==> src/rtl/asg_pkg.sv <==
package asg_pkg;

    typedef enum logic {
        ST_OFF = 1'b0,
        ST_RUN = 1'b1
    } asg_state_t;

    // Extra frame-length exponent selected by the two-bit ratio code.
    // Codes 0 and 3 share the base ratio.
    function automatic logic [1:0] ratio_shift(input logic [1:0] code);
        logic [1:0] sh;
        unique case (code)
            2'd1:    sh = 2'd1;
            2'd2:    sh = 2'd2;
            default: sh = 2'd0;
        endcase
        return sh;
    endfunction

endpackage

==> src/rtl/asg_ctrl.sv <==
module asg_ctrl
    import asg_pkg::*;
(
    input  logic       clk,
    input  logic       rst_n,
    input  logic       pwr_any,
    output asg_state_t state,
    output logic       run,
    output logic       cfg_load
);

    asg_state_t state_nx;

    // state register
    always_ff @(posedge clk or negedge rst_n) begin
        if (!rst_n) begin
            state <= ST_OFF;
        end else begin
            state <= state_nx;
        end
    end

    // next state: WAKE and SLEEP transitions
    always_comb begin
        state_nx = state;
        unique case (state)
            ST_OFF: if (pwr_any)  state_nx = ST_RUN;   // WAKE
            ST_RUN: if (!pwr_any) state_nx = ST_OFF;   // SLEEP
            default:              state_nx = ST_OFF;
        endcase
    end

    // outputs decoded from the state
    always_comb begin
        run      = 1'b0;
        cfg_load = 1'b0;
        unique case (state)
            ST_OFF: cfg_load = 1'b1;
            ST_RUN: run      = 1'b1;
            default: ;
        endcase
    end

endmodule

==> src/rtl/asg_cfg.sv <==
module asg_cfg
    import asg_pkg::*;
(
    input  logic       clk,
    input  logic       rst_n,
    input  logic       cfg_load,
    input  logic       frame_end,
    input  logic [1:0] ratio_sel,
    input  logic       bit_fmt,
    output logic [1:0] ratio_sh,
    output logic       fmt_act
);

    // ratio shadow: only refreshed while the block is off
    always_ff @(posedge clk or negedge rst_n) begin
        if (!rst_n) begin
            ratio_sh <= 2'd0;
        end else if (cfg_load) begin
            ratio_sh <= ratio_shift(ratio_sel);
        end
    end

    // format shadow: refreshed while off and at every frame boundary
    always_ff @(posedge clk or negedge rst_n) begin
        if (!rst_n) begin
            fmt_act <= 1'b0;
        end else if (cfg_load || frame_end) begin
            fmt_act <= bit_fmt;
        end
    end

endmodule

==> src/rtl/asg_div.sv <==
module asg_div #(
    parameter int BASE_LOG2 = 8,
    parameter int WIDE_LOG2 = 6,
    localparam int CNT_W    = BASE_LOG2 + 2,
    localparam int IDX_W    = $clog2(CNT_W + 1)
) (
    input  logic             clk,
    input  logic             rst_n,
    input  logic             run,
    input  logic [1:0]       ratio_sh,
    input  logic             fmt_act,
    output logic [CNT_W-1:0] cnt,
    output logic             frame_end,
    output logic             bclk_raw,
    output logic             lrclk_raw
);

    logic [IDX_W-1:0] frame_log2;
    logic [IDX_W-1:0] bit_log2;
    logic [CNT_W-1:0] frame_last;

    always_comb begin
        frame_log2 = IDX_W'(BASE_LOG2) + IDX_W'(ratio_sh);
        bit_log2   = frame_log2 - (fmt_act ? IDX_W'(WIDE_LOG2 - 1) : IDX_W'(WIDE_LOG2));
        frame_last = CNT_W'((1 << frame_log2) - 1);
    end

    assign frame_end = run && (cnt == frame_last);

    always_ff @(posedge clk or negedge rst_n) begin
        if (!rst_n) begin
            cnt <= '0;
        end else if (!run || frame_end) begin
            cnt <= '0;
        end else begin
            cnt <= cnt + 1'b1;
        end
    end

    // bit clock: top bit of the per-bit sub-count; frame clock: top bit of the frame count
    assign bclk_raw  = cnt[bit_log2 - 1'b1];
    assign lrclk_raw = cnt[frame_log2 - 1'b1];

endmodule

==> src/rtl/asg_mclk_gate.sv <==
module asg_mclk_gate (
    input  logic clk,
    input  logic rst_n,
    input  logic enable,
    output logic gclk
);

    logic en_lo;

    // enable captured while the clock is low, so the gated output never glitches
    always_ff @(negedge clk or negedge rst_n) begin
        if (!rst_n) begin
            en_lo <= 1'b0;
        end else begin
            en_lo <= enable;
        end
    end

    assign gclk = clk & en_lo;

endmodule

==> src/rtl/audio_sclk_gen.sv <==
module audio_sclk_gen
    import asg_pkg::*;
#(
    parameter int BASE_LOG2 = 8,
    parameter int WIDE_LOG2 = 6,
    localparam int CNT_W    = BASE_LOG2 + 2
) (
    input  logic       mclk_i,
    input  logic       rst_n,
    input  logic [1:0] ratio_sel_i,
    input  logic       bit_fmt_i,
    input  logic       mclk_out_en_i,
    input  logic       master_i,
    input  logic       pwr_adc_i,
    input  logic       pwr_dac_i,
    output logic       mclk_o,
    output logic       bclk_o,
    output logic       bclk_oe_o,
    output logic       lrclk_o,
    output logic       lrclk_oe_o
);

    asg_state_t       state;
    logic             run;
    logic             cfg_load;
    logic             frame_end;
    logic [1:0]       ratio_sh;
    logic             fmt_act;
    logic [CNT_W-1:0] cnt;
    logic             bclk_raw;
    logic             lrclk_raw;

    asg_ctrl u_ctrl (
        .clk      (mclk_i),
        .rst_n    (rst_n),
        .pwr_any  (pwr_adc_i | pwr_dac_i),
        .state    (state),
        .run      (run),
        .cfg_load (cfg_load)
    );

    asg_cfg u_cfg (
        .clk       (mclk_i),
        .rst_n     (rst_n),
        .cfg_load  (cfg_load),
        .frame_end (frame_end),
        .ratio_sel (ratio_sel_i),
        .bit_fmt   (bit_fmt_i),
        .ratio_sh  (ratio_sh),
        .fmt_act   (fmt_act)
    );

    asg_div #(
        .BASE_LOG2 (BASE_LOG2),
        .WIDE_LOG2 (WIDE_LOG2)
    ) u_div (
        .clk       (mclk_i),
        .rst_n     (rst_n),
        .run       (run),
        .ratio_sh  (ratio_sh),
        .fmt_act   (fmt_act),
        .cnt       (cnt),
        .frame_end (frame_end),
        .bclk_raw  (bclk_raw),
        .lrclk_raw (lrclk_raw)
    );

    asg_mclk_gate u_gate (
        .clk    (mclk_i),
        .rst_n  (rst_n),
        .enable (mclk_out_en_i),
        .gclk   (mclk_o)
    );

    assign bclk_oe_o  = master_i;
    assign lrclk_oe_o = master_i;
    assign bclk_o     = master_i & run & bclk_raw;
    assign lrclk_o    = master_i & run & lrclk_raw;

endmodule

==> config.mk <==
export PLATFORM = sky130hd
export DESIGN_NAME = audio_sclk_gen
export DESIGN_NICKNAME = d
export VERILOG_FILES = /design/src/rtl/asg_pkg.sv /design/src/rtl/asg_ctrl.sv /design/src/rtl/asg_cfg.sv /design/src/rtl/asg_div.sv /design/src/rtl/asg_mclk_gate.sv /design/src/rtl/audio_sclk_gen.sv
export SDC_FILE = /design/constraint.sdc
export NUM_CORES = 1
export LEC_CHECK = 0
export ABC_AREA = 1
export BUFFER_PORTS_ARGS = -buffer_cell sky130_fd_sc_hd__buf_4
export CAP_MARGIN = 25
export CORE_UTILIZATION = 50
export DETAILED_ROUTE_END_ITERATION = 10
export PLACE_DENSITY = 0.74
export SKIP_CTS_REPAIR_TIMING = 1
export SLEW_MARGIN = 10
export SYNTH_ARGS = -nofsm -noshare
export SYNTH_HDL_FRONTEND = slang
export SYNTH_SLANG_ARGS = --single-unit
==> constraint.sdc <==
create_clock -name mclk_i -period 4.6 [get_ports mclk_i]
set_clock_uncertainty 0.15 [all_clocks]
set_input_delay 0.92 -clock mclk_i [delete_from_list [all_inputs] [get_ports mclk_i]]
set_output_delay 0.92 -clock mclk_i [all_outputs]
set_load 0.05 [all_outputs]
---- Yosys cells after proc, flatten, opt, wreduce, memory -nomap -nowiden ----
Cells that the tools add are included.
word-level totals
  flip-flop bits (word level) ............. 15
  input bits .............................. 9
  output and inout bits ................... 5
  logic and storage cells ................. 36
operators by class
  add/sub/neg operators ................... 6
  magnitude comparators ................... 2
  equality and inequality tests ........... 3
  shift operators ......................... 1
  muxes and demuxes ....................... 10
  bitwise gates (word level) .............. 5
  reduce and logical (&&, ||, !) cells .... 4
operators by type and width
  cell                     count
  $add A10 B1 Y10 const B  1
  $eq A10 B10 Y1           1
  $lt A4 B5 Y1 const B     2
  $mux W10                 1
  $shl A1 B4 Y10 const A   1
  $sub A10 B2 Y10 const B  1
  $bmux W1 S4              2
  $sub A4 B1 Y4 const B    2
  $mux W1                  5
  $add A4 B2 Y4 const A    1
  $and A1 B1 Y1            4
  $pmux W2 S2              1
  $sub A4 B4 Y4            1
  $eq A2 B1 Y1 const B     1
  $eq A2 B2 Y1 const B     1
  $logic_or A1 B1 Y1       2
  $mux W2                  1
  $logic_and A1 B1 Y1      1
  $logic_not A1 Y1         1
  $or A1 B1 Y1             1

---- Longest topological paths before layout ----
  depth after elaboration ................. 7
  depth in mapped cells ................... 11
  gate-level depth less buffers ........... 11

---- Hierarchy ----
Synthesis repeated with hierarchy kept, for this count alone.
second synthesis, totals
  cell total of the unflattened synthesis .. 139
  area total of the unflattened synthesis .. 983.4 um^2
by module, submodules not included
  module          instances  cells an instance  area an instance (um^2)  sequential area each (um^2)
  asg_div         1          111                749.5                    250.2
  asg_cfg         1          14                 125.1                    75.1
  audio_sclk_gen  1          8                  40.0                     0.0
  asg_ctrl        1          3                  36.3                     25.0
  asg_mclk_gate   1          3                  32.5                     25.0

==> results.sh <==
export IMPL_timing_critical_path_slowest_cell_delay_ns=0.39
export IMPL_cellInternalPower_w=0.000266
export IMPL_design_final_nets=158
export IMPL_seq_area_frac_synth_pct=39.0
export IMPL_worst_endpoint_required_ns=3.53
export IMPL_worst_hold_class="in2async"
export IMPL_switching_power_w=0.000169
export IMPL_ioPinCount=14
export IMPL_worst_ep_arrival_ns=3.36
export IMPL_slew_limit_headroom_pct=70.3
export IMPL_drt_pre_antenna_iters=6
export IMPL_register_area_um2=375
export IMPL_globalRouteOverflowTotal=0
export IMPL_die_area_um2=2100
export IMPL_timing_critical_path_from_type="flip-flop"
export IMPL_setup_tns_ns=0
export IMPL_vias=837
export IMPL_outcome="completed"
export IMPL_die_height_um=45.9
export IMPL_cp_end_kind="output pin"
export IMPL_tritoncts="done"
export IMPL_worst_slew_pin_transition_ns=0.445
export IMPL_synth_seq_cells=15
export IMPL_drive_gt1_share_pct=18.9
export IMPL_post_drt_wl_per_cell_um=11.5
export IMPL_grt_pass1_vias=810
export IMPL_grt_pass1_wl_um=3170
export IMPL_worst_setup_slack_for_register_to_register_paths_ns=2.94
export IMPL_grt_max_degree=16
export IMPL_timing_max_transition_violations_final=0
export IMPL_critical_path_reg2reg_endpoint="u_cfg.fmt_act$_DFFE_PN0P_"
export IMPL_cellPowerDensity_nw_per_um2=390
export IMPL_detail_route_wirelength_um=1930
export IMPL_antenna_found_initial=0
export IMPL_first_iter_violations=16
export IMPL_drc_errors=0
export IMPL_share_seq_of_total_power_pct=40.0
export IMPL_path_cells="nand2_1, inv_1, buf_4"
export IMPL_rsz_0062_raised_after_global_routing="false"
export IMPL_clkSlewWorstSetupHoldPaths_ns=0.09
export IMPL_path_max_fanout=1
export IMPL_area_of_the_multi_input_gates_um2=497
export IMPL_comb_power_share_pct=27.9
export IMPL_insertedDiodeCount=0
export IMPL_netlist_area_um2=962
export IMPL_vias_per_cell=4.98
export IMPL_cap_viol_max_count=0
export IMPL_switching_share_pct=38.9
export IMPL_insertion_delay_ns=0.39
export IMPL_route_antenna_remaining_nets=0
export IMPL_design_core_area_um2=1760
export IMPL_crit_reg2reg_launch="u_cfg.ratio_sh[0]$_DFFE_PN0N_"
export IMPL_post_synth_inst_count=126
export IMPL_yosysWarningCount=0
export IMPL_area_delta_synth_final_pct=15.9
export IMPL_critical_path_class="reg2out"
export IMPL_finalHoldViolations=0
export IMPL_synth_cell_type_count=22
export IMPL_gr_usage_all_layers_pct=21.2
export IMPL_leakagePower_nw=0.565
export IMPL_die_w_um=45.9
export IMPL_dp_hpwl_um=1480
export IMPL_finalHoldWorstSlack_ns=0.212
export IMPL_timing_final_setup_violations=0
export IMPL_num_rows=15
export IMPL_ff2ff_path_depth=10
export IMPL_initial_utilization_pct=54.5
export IMPL_p_clk_share_pct=32.1
export IMPL_avgSynthCellArea_um2=7.64
export IMPL_port_buffers=13
export IMPL_routabilityCongestion=0.902
export IMPL_vdd_ir_drop_worst_mv=0.301
export IMPL_synthesis_nets=140
export IMPL_critical_path_slowest_cell="sky130_fd_sc_hd__dfrtn_1"
export IMPL_fill_cells=162
## worst max-delay path by stage
stage                           startpoint  endpoint  depth (start not counted)
global placement    u_gate.en_lo$_DFF_NN0_    mclk_o                          3
finish              u_gate.en_lo$_DFF_NN0_    mclk_o                          3
global route        u_gate.en_lo$_DFF_NN0_    mclk_o                          3
CTS                 u_gate.en_lo$_DFF_NN0_    mclk_o                          3
detailed placement  u_gate.en_lo$_DFF_NN0_    mclk_o                          3
floorplan           u_gate.en_lo$_DFF_NN0_    mclk_o                          2
## metal layers
metal	wire, um	GRT usage [%]
met5	0	0
met4	51	14.7
met3	50	2.78
met2	933	31.5
met1	896	28.3
## registers in the layout (all words and copies together), names as in the netlist
signal / count
u_gate.en_lo: 1
u_cfg.fmt_act: 1
u_ctrl.state: 1
u_div.cnt: 10
u_cfg.ratio_sh: 2
## final cells by class
| cell class | instances | share of cell area (%) |
|---|---|---|
| timing repair buffer | 12 | 8.08 |
| clock inverter | 2 | 0.786 |
| inverter | 16 | 5.39 |
| multi-input combinational | 91 | 44.6 |
| tap | 25 | 2.81 |
| clock buffer | 7 | 4.71 |
| sequential | 15 | 33.7 |
## synth_stat cells
master | instances | area, um2
sky130_fd_sc_hd__ha_1 | 4 | 50.1
sky130_fd_sc_hd__or2_2 | 1 | 6.26
sky130_fd_sc_hd__o31ai_1 | 1 | 7.51
sky130_fd_sc_hd__xor2_1 | 4 | 35.0
sky130_fd_sc_hd__nor2_1 | 20 | 75.1
sky130_fd_sc_hd__fa_1 | 1 | 20.0
sky130_fd_sc_hd__dfrtn_1 | 1 | 25.0
sky130_fd_sc_hd__buf_6 | 1 | 11.3
sky130_fd_sc_hd__nand2_8 | 1 | 20.0
sky130_fd_sc_hd__nand2_4 | 1 | 11.3
sky130_fd_sc_hd__o21ai_0 | 4 | 20.0
sky130_fd_sc_hd__nor3_1 | 1 | 5.00
sky130_fd_sc_hd__nand4_1 | 2 | 12.5
sky130_fd_sc_hd__nor2_4 | 1 | 11.3
sky130_fd_sc_hd__buf_4 | 2 | 15.0
sky130_fd_sc_hd__a21oi_1 | 7 | 35.0
sky130_fd_sc_hd__nand3_1 | 9 | 45.0
sky130_fd_sc_hd__inv_1 | 17 | 63.8
sky130_fd_sc_hd__nand3_2 | 2 | 20.0
sky130_fd_sc_hd__nand2_1 | 31 | 116
sky130_fd_sc_hd__dfrtp_1 | 14 | 350
sky130_fd_sc_hd__nand2_2 | 1 | 6.26
## worst max-delay path, delay by kind of cell (launching register included)
family	cells	cell delay, ns
buf+inv	2	0.22
flops	1	0.39
simple gates	1	0.04
## power by group through the flow
stage | logic, W | registers, W | clock network [W]
6_report | 0.000121 | 0.000174 | 0.000140
5_1_grt | 0.000136 | 0.000177 | 0.000151
4_1_cts | 0.000121 | 0.000174 | 0.000145
3_5_place_dp | 0.000120 | 0.000177 | 0.0000283
3_3_place_gp | 0.000115 | 0.000175 | 0.0000283
2_1_floorplan | 0.0000950 | 0.000169 | 0.0000213
## placed cells by master (no fill, tap or decap)
cell	instances
sky130_fd_sc_hd__nand2_8	1
sky130_fd_sc_hd__nand3_2	2
sky130_fd_sc_hd__dfrtn_1	1
sky130_fd_sc_hd__nand2_1	31
sky130_fd_sc_hd__nand2_2	1
sky130_fd_sc_hd__fa_1	1
sky130_fd_sc_hd__nand2_4	1
sky130_fd_sc_hd__buf_4	13
sky130_fd_sc_hd__ha_1	4
sky130_fd_sc_hd__nor2_1	20
sky130_fd_sc_hd__o31ai_1	1
sky130_fd_sc_hd__xor2_1	4
sky130_fd_sc_hd__clkbuf_4	6
sky130_fd_sc_hd__inv_1	17
sky130_fd_sc_hd__clkinv_2	1
sky130_fd_sc_hd__or2_2	1
sky130_fd_sc_hd__nor2_4	1
sky130_fd_sc_hd__nand4_1	2
sky130_fd_sc_hd__nor3_1	1
sky130_fd_sc_hd__o21ai_0	4
sky130_fd_sc_hd__nand3_1	9
sky130_fd_sc_hd__dfrtp_1	14
sky130_fd_sc_hd__a21oi_1	7
## per-stage QoR
| stage | total power [W] | worst slack, ns | instances | area, um2 | utilization [%] |
|---|---|---|---|---|---|
| floorplan | 0.000285 | 0.521 | 126 | 962 | - |
| global placement | 0.000319 | 0.607 | 161 | 1060 | 60.4 |
| detailed placement | 0.000325 | 0.605 | 161 | 1060 | 60.4 |
| CTS | 0.000441 | 0.155 | 168 | 1110 | 63.2 |
| global route | 0.000465 | 0.128 | 168 | 1110 | 63.2 |
| finish | 0.000435 | 0.165 | 168 | 1110 | 63.2 |
## cell families after synthesis
family | after synthesis | synth area share (%)
flops | 15 | 39.0
buf+inv | 20 | 9.36
simple gates | 70 | 34.2
fa+ha+maj | 5 | 7.28
compound gates | 12 | 6.50
xor+xnor | 4 | 3.64
No activity file was read; power rests on OpenSTA's default activity.
